File: src/rtl/rcb_pkg.sv
`timescale 1ns/1ps
// Shared types for the rank-indexed counter bucket.
package rcb_pkg;
    // Command sequencing: rank at level 2, rank at level 3, apply, respond.
    typedef enum logic [2:0] {
        ST_IDLE,
        ST_RANK2,
        ST_RANK3,
        ST_APPLY,
        ST_RESP
    } rcb_state_e;
endpackage

File: src/rtl/rank_unit.sv
`timescale 1ns/1ps
// rank_unit: inclusive set-bit count of a bitmap up to a position, and the
// total set-bit count. Purely combinational; assumes N >= 2.
module rank_unit #(
    parameter int N = 64,
    localparam int PW = $clog2(N),
    localparam int RW = $clog2(N + 1)
) (
    input  logic [N-1:0]  bits,
    input  logic [PW-1:0] pos,
    output logic [RW-1:0] rank,
    output logic [RW-1:0] total
);
    // Sum the bits, counting those at or below pos separately.
    always_comb begin
        rank  = '0;
        total = '0;
        for (int i = 0; i < N; i++) begin
            total = total + RW'(bits[i]);
            if (PW'(i) <= pos) rank = rank + RW'(bits[i]);
        end
    end
endmodule

File: src/rtl/slot_insert.sv
`timescale 1ns/1ps
// slot_insert: returns a packed array of N entries of W bits with val placed
// at index pos and every entry from pos upward moved one index higher; the
// top entry falls off. Assumes the caller only uses it when a slot is free.
module slot_insert #(
    parameter int N = 16,
    parameter int W = 4,
    localparam int PW = $clog2(N)
) (
    input  logic [N*W-1:0] din,
    input  logic [PW-1:0]  pos,
    input  logic [W-1:0]   val,
    output logic [N*W-1:0] dout
);
    for (genvar i = 0; i < N; i++) begin : g_ent
        if (i == 0) begin : g_low
            // Entry 0 is either kept or replaced by the new value.
            assign dout[W-1:0] = (pos == '0) ? val : din[W-1:0];
        end else begin : g_up
            // Higher entries keep, take the new value, or take their lower neighbour.
            assign dout[i*W +: W] = (PW'(i) < pos)  ? din[i*W +: W] :
                                    (PW'(i) == pos) ? val : din[(i-1)*W +: W];
        end
    end
endmodule

File: src/rtl/rank_counter_bucket.sv
`timescale 1ns/1ps
// rank_counter_bucket: 64 (K) exact counters stored as variable-length
// segment chains over three packed levels. A segment's slot at a deeper level
// is the inclusive rank of its owner's bit in the level bitmap, minus one.
// One command at a time; increments that cannot grow report overflow and
// leave the counter unchanged. Assumes K2*W2 and K3*W3 fit in 64 bits.
module rank_counter_bucket
    import rcb_pkg::*;
#(
    parameter int K  = 64,
    parameter int W1 = 4,
    parameter int K2 = 16,
    parameter int W2 = 4,
    parameter int K3 = 8,
    parameter int W3 = 8,
    localparam int IW  = $clog2(K),
    localparam int VW  = W1 + W2 + W3,
    localparam int S2W = $clog2(K2),
    localparam int S3W = $clog2(K3),
    localparam int RW1 = $clog2(K + 1),
    localparam int RW2 = $clog2(K2 + 1)
) (
    input  logic          clk,
    input  logic          rst_n,
    input  logic          cmd_valid,
    output logic          cmd_ready,
    input  logic          cmd_incr,
    input  logic [IW-1:0] cmd_index,
    output logic          rsp_valid,
    output logic [VW-1:0] rsp_value,
    output logic          rsp_overflow
);
    // Segment storage and level bitmaps.
    logic [K*W1-1:0]  a1;
    logic [K-1:0]     bm1;
    logic [K2*W2-1:0] a2;
    logic [K2-1:0]    bm2;
    logic [K3*W3-1:0] a3;

    // Per-command registers.
    rcb_state_e      state;
    logic            op_incr;
    logic [IW-1:0]   idx;
    logic [W1-1:0]   seg1;
    logic [W2-1:0]   seg2;
    logic            has2, has3;
    logic [RW1-1:0]  rank2;
    logic [RW2-1:0]  rank3;

    // Combinational helpers.
    logic [RW1-1:0]  rank1_c, cnt2_c;
    logic [RW2-1:0]  rank2_c, cnt3_c;
    logic [S2W-1:0]  slot2, pos2;
    logic [S3W-1:0]  slot3, pos3;
    logic [W3-1:0]   seg3;
    logic [VW-1:0]   old_val, new_val;
    logic [W1-1:0]   nxt1;
    logic [W2-1:0]   nxt2;
    logic [W3-1:0]   nxt3;
    logic            ovf, do_ins2, do_ins3;
    logic [K2*W2-1:0] a2_ins;
    logic [K2-1:0]    bm2_ins;
    logic [K3*W3-1:0] a3_ins;

    assign cmd_ready = (state == ST_IDLE);
    assign slot2 = S2W'(rank2 - RW1'(1));
    assign pos2  = S2W'(rank2);
    assign slot3 = S3W'(rank3 - RW2'(1));
    assign pos3  = S3W'(rank3);
    assign seg3  = has3 ? a3[slot3*W3 +: W3] : '0;
    assign old_val = {seg3, seg2, seg1};

    rank_unit #(.N(K)) u_rank1 (
        .bits(bm1), .pos(idx), .rank(rank1_c), .total(cnt2_c)
    );
    rank_unit #(.N(K2)) u_rank2 (
        .bits(bm2), .pos(slot2), .rank(rank2_c), .total(cnt3_c)
    );
    slot_insert #(.N(K2), .W(W2)) u_ins_a2 (
        .din(a2), .pos(pos2), .val(nxt2), .dout(a2_ins)
    );
    slot_insert #(.N(K2), .W(1)) u_ins_bm2 (
        .din(bm2), .pos(pos2), .val(1'b0), .dout(bm2_ins)
    );
    slot_insert #(.N(K3), .W(W3)) u_ins_a3 (
        .din(a3), .pos(pos3), .val(nxt3), .dout(a3_ins)
    );

    // Increment plan: ripple the carry and decide on expansion or overflow.
    always_comb begin
        ovf     = 1'b0;
        do_ins2 = 1'b0;
        do_ins3 = 1'b0;
        nxt1    = seg1 + W1'(1);
        nxt2    = seg2;
        nxt3    = seg3;
        if (&seg1) begin
            if (!has2) begin
                if (cnt2_c == RW1'(K2)) ovf = 1'b1;
                else begin do_ins2 = 1'b1; nxt2 = W2'(1); end
            end else begin
                nxt2 = seg2 + W2'(1);
                if (&seg2) begin
                    if (!has3) begin
                        if (cnt3_c == RW2'(K3)) ovf = 1'b1;
                        else begin do_ins3 = 1'b1; nxt3 = W3'(1); end
                    end else begin
                        nxt3 = seg3 + W3'(1);
                        if (&seg3) ovf = 1'b1;
                    end
                end
            end
        end
        new_val = ovf ? old_val : {nxt3, nxt2, nxt1};
    end

    // Command sequencer and response registers.
    always_ff @(posedge clk) begin
        if (!rst_n) begin
            state        <= ST_IDLE;
            op_incr      <= 1'b0;
            idx          <= '0;
            seg1         <= '0;
            seg2         <= '0;
            has2         <= 1'b0;
            has3         <= 1'b0;
            rank2        <= '0;
            rank3        <= '0;
            rsp_valid    <= 1'b0;
            rsp_value    <= '0;
            rsp_overflow <= 1'b0;
        end else begin
            rsp_valid <= 1'b0;
            case (state)
                ST_IDLE: if (cmd_valid) begin
                    op_incr <= cmd_incr;
                    idx     <= cmd_index;
                    state   <= ST_RANK2;
                end
                ST_RANK2: begin
                    seg1  <= a1[idx*W1 +: W1];
                    has2  <= bm1[idx];
                    rank2 <= rank1_c;
                    state <= ST_RANK3;
                end
                ST_RANK3: begin
                    seg2  <= has2 ? a2[slot2*W2 +: W2] : '0;
                    has3  <= has2 & bm2[slot2];
                    rank3 <= rank2_c;
                    state <= ST_APPLY;
                end
                ST_APPLY: begin
                    rsp_value    <= op_incr ? new_val : old_val;
                    rsp_overflow <= op_incr & ovf;
                    state        <= ST_RESP;
                end
                default: begin
                    rsp_valid <= 1'b1;
                    state     <= ST_IDLE;
                end
            endcase
        end
    end

    // Segment storage update on an applicable increment.
    always_ff @(posedge clk) begin
        if (!rst_n) begin
            a1  <= '0;
            bm1 <= '0;
            a2  <= '0;
            bm2 <= '0;
            a3  <= '0;
        end else if (state == ST_APPLY && op_incr && !ovf) begin
            a1[idx*W1 +: W1] <= nxt1;
            if (do_ins2) begin
                a2       <= a2_ins;
                bm2      <= bm2_ins;
                bm1[idx] <= 1'b1;
            end else if (has2) begin
                a2[slot2*W2 +: W2] <= nxt2;
                if (do_ins3) bm2[slot2] <= 1'b1;
            end
            if (do_ins3)      a3 <= a3_ins;
            else if (has3)    a3[slot3*W3 +: W3] <= nxt3;
        end
    end
endmodule

File: config.mk
export PLATFORM = sky130hd
export DESIGN_NAME = rank_counter_bucket
export DESIGN_NICKNAME = d
export VERILOG_FILES = /design/src/rtl/rcb_pkg.sv /design/src/rtl/rank_unit.sv /design/src/rtl/slot_insert.sv /design/src/rtl/rank_counter_bucket.sv
export SDC_FILE = /design/constraint.sdc
export NUM_CORES = 2
export LEC_CHECK = 0
export BUFFER_PORTS_ARGS = -buffer_cell sky130_fd_sc_hd__buf_2
export CAP_MARGIN = 30
export CORE_MARGIN = 2
export CORE_UTILIZATION = 37
export CTS_CLUSTER_DIAMETER = 60
export CTS_CLUSTER_SIZE = 20
export DETAILED_ROUTE_END_ITERATION = 8
export GPL_ROUTABILITY_DRIVEN = 0
export HOLD_SLACK_MARGIN = 0.1
export SLEW_MARGIN = 40
export SYNTH_ARGS = -nofsm -noshare
export SYNTH_HDL_FRONTEND = slang
export SYNTH_SLANG_ARGS = --single-unit
File: constraint.sdc
create_clock -name clk -period 94.3 [get_ports clk]
set_input_delay 14.145 -clock clk [delete_from_list [all_inputs] [get_ports clk]]
set_output_delay 14.145 -clock clk [all_outputs]
set_load 0.005 [all_outputs]
== Word-level counts from Yosys, hierarchy flattened ==
Index checks and enable logic that the tools add are counted.
Cells by class
  $add $sub $neg: 164
  magnitude comparators: 106
  equality and inequality tests: 52
  shifts and indexed selects: 9
  muxes and demuxes: 205
  bitwise gates (word level): 4
  reductions and logical operators: 57
Operators with widths (count)
  adder 7 x 1 -> 7 bit: 62
  two-way mux 4 bit: 97
  bitwise mux 256 bit: 1
  two-way mux 64 bit: 4
  variable shift 4 x 34 -> 256 bit, first input constant: 1
  variable part select 256 x 9 -> 4 bit: 1
  variable part select 4 x 34 -> 256 bit: 1
  adder 4 x 1 -> 4 bit: 61
  less-or-equal comparator 6 bit, first input constant: 32
  two-way mux 8 bit: 21
  bitwise mux 64 bit: 2
  less-or-equal comparator 5 x 6 -> 1 bit, first input constant: 16
  two-way mux 16 bit: 5
  AND reduction 3 bit: 24
  AND reduction 4 bit: 18
  adder 5 x 1 -> 5 bit: 14
  negation 6 -> 34 bit: 2
  OR 64 bit: 1
  variable shift 4 x 34 -> 64 bit, first input constant: 1
  variable shift 8 x 34 -> 64 bit, first input constant: 1
  variable part select 4 x 34 -> 64 bit: 1
  variable part select 64 x 7 -> 4 bit: 1
  variable part select 64 x 7 -> 8 bit: 1
  variable part select 8 x 34 -> 64 bit: 1
  other kinds (58): 228
Storage, ports and cells
  register bits: 509
  input port bits: 10
  output and inout bits: 19

== Longest topological paths before layout ==
  depth in word-level cells: 128
  mapped depth: 210
  depth with buffers taken out: 205

== Hierarchy ==
A second synthesis with hierarchy kept.
Unflattened totals
  cells, all modules: 5601
  area total of the unflattened synthesis: 44103.5 µm²
By module, submodules not included
  rank_counter_bucket: times used 1, cells an instance 2868, area each 24287.0 µm², sequential area each 10189.8 µm²
  rank_unit (u_rank1): times used 1, cells an instance 1948, area each 14207.4 µm², sequential area each 0.0 µm²
  rank_unit (u_rank2): times used 1, cells an instance 294, area each 2372.3 µm², sequential area each 0.0 µm²
  slot_insert (u_ins_a2): times used 1, cells an instance 226, area each 1527.7 µm², sequential area each 0.0 µm²
  slot_insert (u_ins_a3): times used 1, cells an instance 186, area each 1233.7 µm², sequential area each 0.0 µm²
  slot_insert (u_ins_bm2): times used 1, cells an instance 79, area each 475.5 µm², sequential area each 0.0 µm²

== Least setup slack after synthesis ==
Ideal clock, no wire load.
  kind: flip-flop to flip-flop
  start point: register idx[0]
  end point: register rank2[3]
  setup time: 144 ps
  data arrival time: 37428 ps
  data required time: 94156 ps
  setup slack: 56727 ps
  cell stages (with the launch flop): 207
  clock period less this slack: 37573 ps
  cells stage by stage: dfxtp_1 > buf_2 > clkbuf_1 > clkbuf_1 > inv_1 > clkbuf_1 > ha_1 > or2_1 > a2111oi_0 > nor2_1 > ha_1 > nand2_1 > o31ai_1 > ha_1 > o21a_1 > ha_1 > nand2_1 > a21boi_0 > [171 not listed] > nor2_1 > nor2_1 > ha_1 > nand2_1 > o31ai_1 > ha_1 > nand2_1 > o21ai_0 > o21ai_0 > inv_1 > ha_1 > nand2_1 > o21ai_0 > and4_4 > xnor3_1 > or4b_1 > o211ai_2 > a21oi_2
Between the ends
  longest elaborated chain between the ends: 128
RTL lines
  start: declaration: line rank_counter_bucket.sv:43  | logic [IW-1:0] idx;
  start signal: assignment: line rank_counter_bucket.sv:137  | idx <= cmd_index;
  less-or-equal comparator 1 x 6 -> 1 bit: line rank_unit.sv:20  | if (PW'(i) <= pos) rank = rank + RW'(bits[i]);
  two-way mux 1 bit: line rank_unit.sv:20
  adder 1 x 1 -> 2 bit: line rank_unit.sv:20
  two-way mux 2 bit: line rank_unit.sv:20
  adder 2 x 1 -> 3 bit: line rank_unit.sv:20
  two-way mux 4 bit: line rank_unit.sv:20
  adder 4 x 1 -> 4 bit: line rank_unit.sv:20
  two-way mux 4 bit: line rank_unit.sv:20
  [112 not listed]
  adder 4 x 1 -> 4 bit: line rank_unit.sv:20
  two-way mux 4 bit: line rank_unit.sv:20
  adder 4 x 1 -> 4 bit: line rank_unit.sv:20
  two-way mux 4 bit: line rank_unit.sv:20
  adder 4 x 1 -> 4 bit: line rank_unit.sv:20
  two-way mux 4 bit: line rank_unit.sv:20
  adder 4 x 1 -> 4 bit: line rank_unit.sv:20
  two-way mux 4 bit (*): line rank_unit.sv:20
  end signal: assignment: line rank_counter_bucket.sv:143  | rank2 <= rank1_c;
  end: declaration: line rank_counter_bucket.sv:47  | logic [RW1-1:0] rank2;
Mark *: on every way between the ends. The rest lies on a longest branch, timed or not.
A chain may end at the register's enable or synchronous reset.

== Worst setup path after layout ==
Ends and elaborated chain as after synthesis.

==> results.md <==
- The number of different library cells used by synthesis comes to 95.
- Of the synthesized area, sequential elements account for 0.281.
- The number of rows in the core area is 114.
- The overall via count from detail_route is 35700.
- The share of async-settable or async-resettable flops after synthesis is 0.
- The Yosys step of the flow raised 0 warnings.
- Of the total power, combinational logic draws 0.288.
- The vertical die dimension is 317 µm.
- The worst setup path is of the register to register kind.
- The flow ran to the end, and the final reports show no timing, DRC or antenna violations.
- The maximum number of pins on one net before global-route repair is 117.
- The worst register-to-register path has a depth of 203.
- The final layout contains routed wiring with a total length of 136 mm.
- The first global-routing pass estimated 207 mm of wire.
- For this design the ratio of total power to cell area is 15.5 nW/µm².
- The clock period could shrink to 41360 ps.
- On the final layout, the worst clock skew is 41.1 ps.
- The simple-gate share of the synthesized area is 0.238.
- The most common flop cell mapped by yosys is sky130_fd_sc_hd__dfxtp_1.
- The cell sitting at the root of the clock tree is a sky130_fd_sc_hd__clkbuf_16.
- The depth of the CTS H-tree is 2.
- The TritonCTS clock tree is yes.
- The share of Yosys cell area claimed by the top area cell type is 0.281.
- Data on the critical path is required at its endpoint by 94830 ps.
- The post-CTS setup buffer count is 0.
- Dividing the final minimum period by the clock period gives 0.439.
- After the last flow step, the layout net total stands at 4798.
- In this design, the stage delay of the slowest critical-path cell is 780 ps.
- The total grt overflow is 0.
- Counting along the longest clock path gives a buffer depth of 3.
- At the pin with the least slew margin, the transition time is 936 ps.
- The core utilization of the finished layout is 0.409.
- For this design the static power due to leakage is 0.0146 µW.
- Broken down by cell family, the worst path's largest delay share belongs to adder cells.
- Summed over all nets, the switching power comes to 229 µW.
- The first detailed-routing pass took 7 iterations.
- STA classifies the critical path endpoint as a register.
- The source-to-sink clock delay at the later pin of the worst-skew pair is 650 ps.
- The path category of the worst min-delay check is register to register.
- The internal power of the cells totals 386 µW.
- The critical path crosses 203 cells after its start point.
- For the worst setup path, the data arrival time is 41900 ps.
- In this run the critical register-to-register path is captured at rank2[3].
- 0 antenna diodes ended up in the layout.
- Of the cells placed in the final design, the portion with a size suffix greater than 1 is 0.0841.
- From synthesis to final layout, the design area changed by 9.14%.
- After legalization and detailed placement, the total HPWL measured 97.8 mm.
- The initial cell density of the core is 0.374.
- After synthesis, the cell types taking the most area are sky130_fd_sc_hd__dfxtp_1, sky130_fd_sc_hd__ha_1, sky130_fd_sc_hd__nand2_1, sky130_fd_sc_hd__a21oi_1, sky130_fd_sc_hd__nor2_1.
- The number of port buffers is 28.
- The post-synthesis compound-gate area fraction was 0.224.
- The region available for standard cell placement spans 97000 µm².
- The cell count of the worst hold path is 2.
- Post-CTS repair changed the size of 0 cells.
- The total routing resource utilization after global routing is 0.264.
- The biggest area contributor in the post-synthesis netlist is sky130_fd_sc_hd__dfxtp_1.
- The source of the worst register-to-register timing path is idx[0].
- The average instance area after synthesis is 7.82 µm².
- Clock tree synthesis inserted a total of 51 buffers.
- The number of nets produced by synthesis is 4914.
- The final routed DRC violation total is 0.
- The most common cell in the synthesized netlist is sky130_fd_sc_hd__nand2_1.
- The startpoint identified for the worst hold timing path is a1[200].
- The quantity of hold-fixing buffers added after cts is 0.
- The buffer and inverter count on the worst path is 8.
- Using the TritonRoute via totals, the vias-per-cell ratio works out to 6.11.
- The count of final max-slew check failures is 0.
- The number of antenna violations at the first check in global routing came to 0.
- The fraction of synthesized cell area in xor and xnor cells is 0.0466.
- The number of setup violations in the final report is 0.
- Of the post-synthesis cell area, the part taken by muxes is 0.0636.
- After synthesis, the largest family of logic cells by area is simple AND/OR/NAND/NOR gates.
- After technology mapping, the gate count stands at 4645.
- The fraction of power spent switching nets is 0.372.
- The maximum frequency from static timing analysis is 24.2 MHz.
- The worst setup path is launched from a register.
- The relative max-transition margin is 0.374.
- The detail-routed net length per standard cell is 23.3 µm.
- Setup repair after global routing left no endpoint under its margin.
- Of the total power, registers draw 0.353.
- The commonest cells after synthesis are sky130_fd_sc_hd__nand2_1, sky130_fd_sc_hd__dfxtp_1, sky130_fd_sc_hd__nor2_1.
- The arithmetic-cell share of the synthesized area counting full adders, half adders and majority gates is 0.102.
- The cell type with the highest occurrence count on the critical path is sky130_fd_sc_hd__ha_1.
- The area of the mapped netlist is 36300 µm².
- After routing, the total negative slack on setup checks comes to 0 ps.
- The library cell contributing the largest single delay on the critical path is sky130_fd_sc_hd__a2111oi_0.
- The fill cell total of the finished layout is 9958.
- Clock-pin slew was measured on the worst setup and hold paths at 70 ps.
- The number of clock sinks is 509.
- The via count of the first global-routing pass was 33300.
- The die covers 101000 µm².
- The flop-to-flop setup slack is 52940 ps.
- The flop and latch count out of synthesis is 509.
- The number of max-cap violations is 0.
- The number of enable flip-flop cells after synthesis is 0.
- The total I/O pin count is 29.
- The worst hold path terminates at a1[200].
- The post-route antenna net violation count is 0.
- The number of hold violations in the final report is 0.
- After the first detailed-routing iteration, the DRC count stood at 3999.
- Of the total power, the clock network draws 0.360.
- From left edge to right edge, the die measures 317 µm.
- The worst ir drop on vdd is 0.0120 mV.
- The biggest fanout along the worst timing path is 45.
[layout make-up]
| type | count | area, µm² | share of cell area |
|---|---|---|---|
| Clock inverter | 34 | 445 | 0.0112 |
| Tap cell | 1276 | 1600 | 0.0403 |
| Multi-Input combinational cell | 3706 | 24700 | 0.624 |
| Timing Repair Buffer | 105 | 738 | 0.0186 |
| Inverter | 156 | 598 | 0.0151 |
| Sequential cell | 509 | 10200 | 0.257 |
| Clock buffer | 58 | 1330 | 0.0337 |
[cells in the final DEF, fill, tap and decap left out, types with 53 or more instances in the layout]
| cell | netlist | final |
|---|---|---|
| sky130_fd_sc_hd__nand2_1 | 630 | 628 |
| sky130_fd_sc_hd__dfxtp_1 | 509 | 501 |
| sky130_fd_sc_hd__nor2_1 | 499 | 483 |
| sky130_fd_sc_hd__a21oi_1 | 386 | 384 |
| sky130_fd_sc_hd__ha_1 | 195 | 195 |
| sky130_fd_sc_hd__nand3_1 | 187 | 187 |
| sky130_fd_sc_hd__a22oi_1 | 166 | 166 |
| sky130_fd_sc_hd__o21ai_0 | 167 | 165 |
| sky130_fd_sc_hd__nor3_1 | 171 | 163 |
| sky130_fd_sc_hd__inv_1 | 150 | 148 |
| sky130_fd_sc_hd__nor2b_1 | 141 | 139 |
| sky130_fd_sc_hd__xnor2_1 | 87 | 86 |
| sky130_fd_sc_hd__mux2i_1 | 79 | 79 |
| sky130_fd_sc_hd__o21a_1 | 75 | 75 |
| sky130_fd_sc_hd__buf_4 | 3 | 74 |
| sky130_fd_sc_hd__a211oi_1 | 64 | 64 |
| sky130_fd_sc_hd__fa_1 | 64 | 64 |
| sky130_fd_sc_hd__nand4_1 | 53 | 53 |
[kinds of logic (layout without fill, tap and decap cells)]
group,count (synthesis),in the layout
compound gates,1240,1240
xor+xnor,155,155
fa+ha+maj,259,259
buf+inv,430,353
flops,509,509
mux,170,170
simple gates,1882,1882
[power groups by stage]
stage	sequential (µW)	combinational (µW)	clock, µW
CTS	217	173	224
global route	217	194	231
global placement	222	166	0
floorplan	221	123	0
finish	217	177	221
detailed placement	222	172	0
[metal layers]
metal,routed length (µm),part of all wire,GRT usage,vias up
li1,-,-,-,16400
met1,56800,0.42,0.351,17100
met2,60100,0.44,0.415,1711
met3,11800,0.087,0.0452,416
met4,7590,0.056,0.128,0
met5,0,0,0,-
[worst register-to-register path, delay by kind of cell, from the launching register on]
| kind | cells | cell delay [ps] |
|---|---|---|
| XOR/XNOR | 1 | 440 |
| AND/OR/NAND/NOR | 65 | 7320 |
| buffers and inverters | 8 | 1120 |
| multiplexers | 12 | 3060 |
| AO/OA/AOI/OAI | 56 | 9970 |
| adder cells (fa/ha/maj) | 61 | 19110 |
| flip-flops | 1 | 310 |
[sequential cells by signal (all words and copies together) (netlist names)]
signal and count:
a1 256, a2 64, a3 64, bm1 64, bm2 16, has2 1, has3 1, idx 6
op_incr 1, rank2 4, rank3 3, rsp_overflow 1, rsp_valid 1, rsp_value 16, seg1 4, seg2 4
state 3
[through the flow]
stage | worst slack [ps] | cell area (µm²) | cells | power [µW] | hold WS, ps
final | 52940 | 39600 | 5844 | 616 | 453
after global routing | 49930 | 39600 | 5844 | 643 | 464
after CTS | 53320 | 39600 | 5844 | 614 | 456
after detailed placement | 53410 | 37800 | 5752 | 394 | 445
after global placement | 54390 | 37700 | 5751 | 388 | 438
after floorplan | 56730 | 36300 | 4645 | 345 | 431
[worst max path at each step]
stage	start	to	slack, ps
after floorplan	idx[0]	rank2[3]	56730
after global placement	idx[2]	rank2[3]	54390
after detailed placement	idx[2]	rank2[3]	53410
after CTS	idx[2]	rank2[3]	53320
after global routing	idx[0]	rank2[3]	49930
final	idx[0]	rank2[3]	52940
Power figures use the tool's default switching activity.
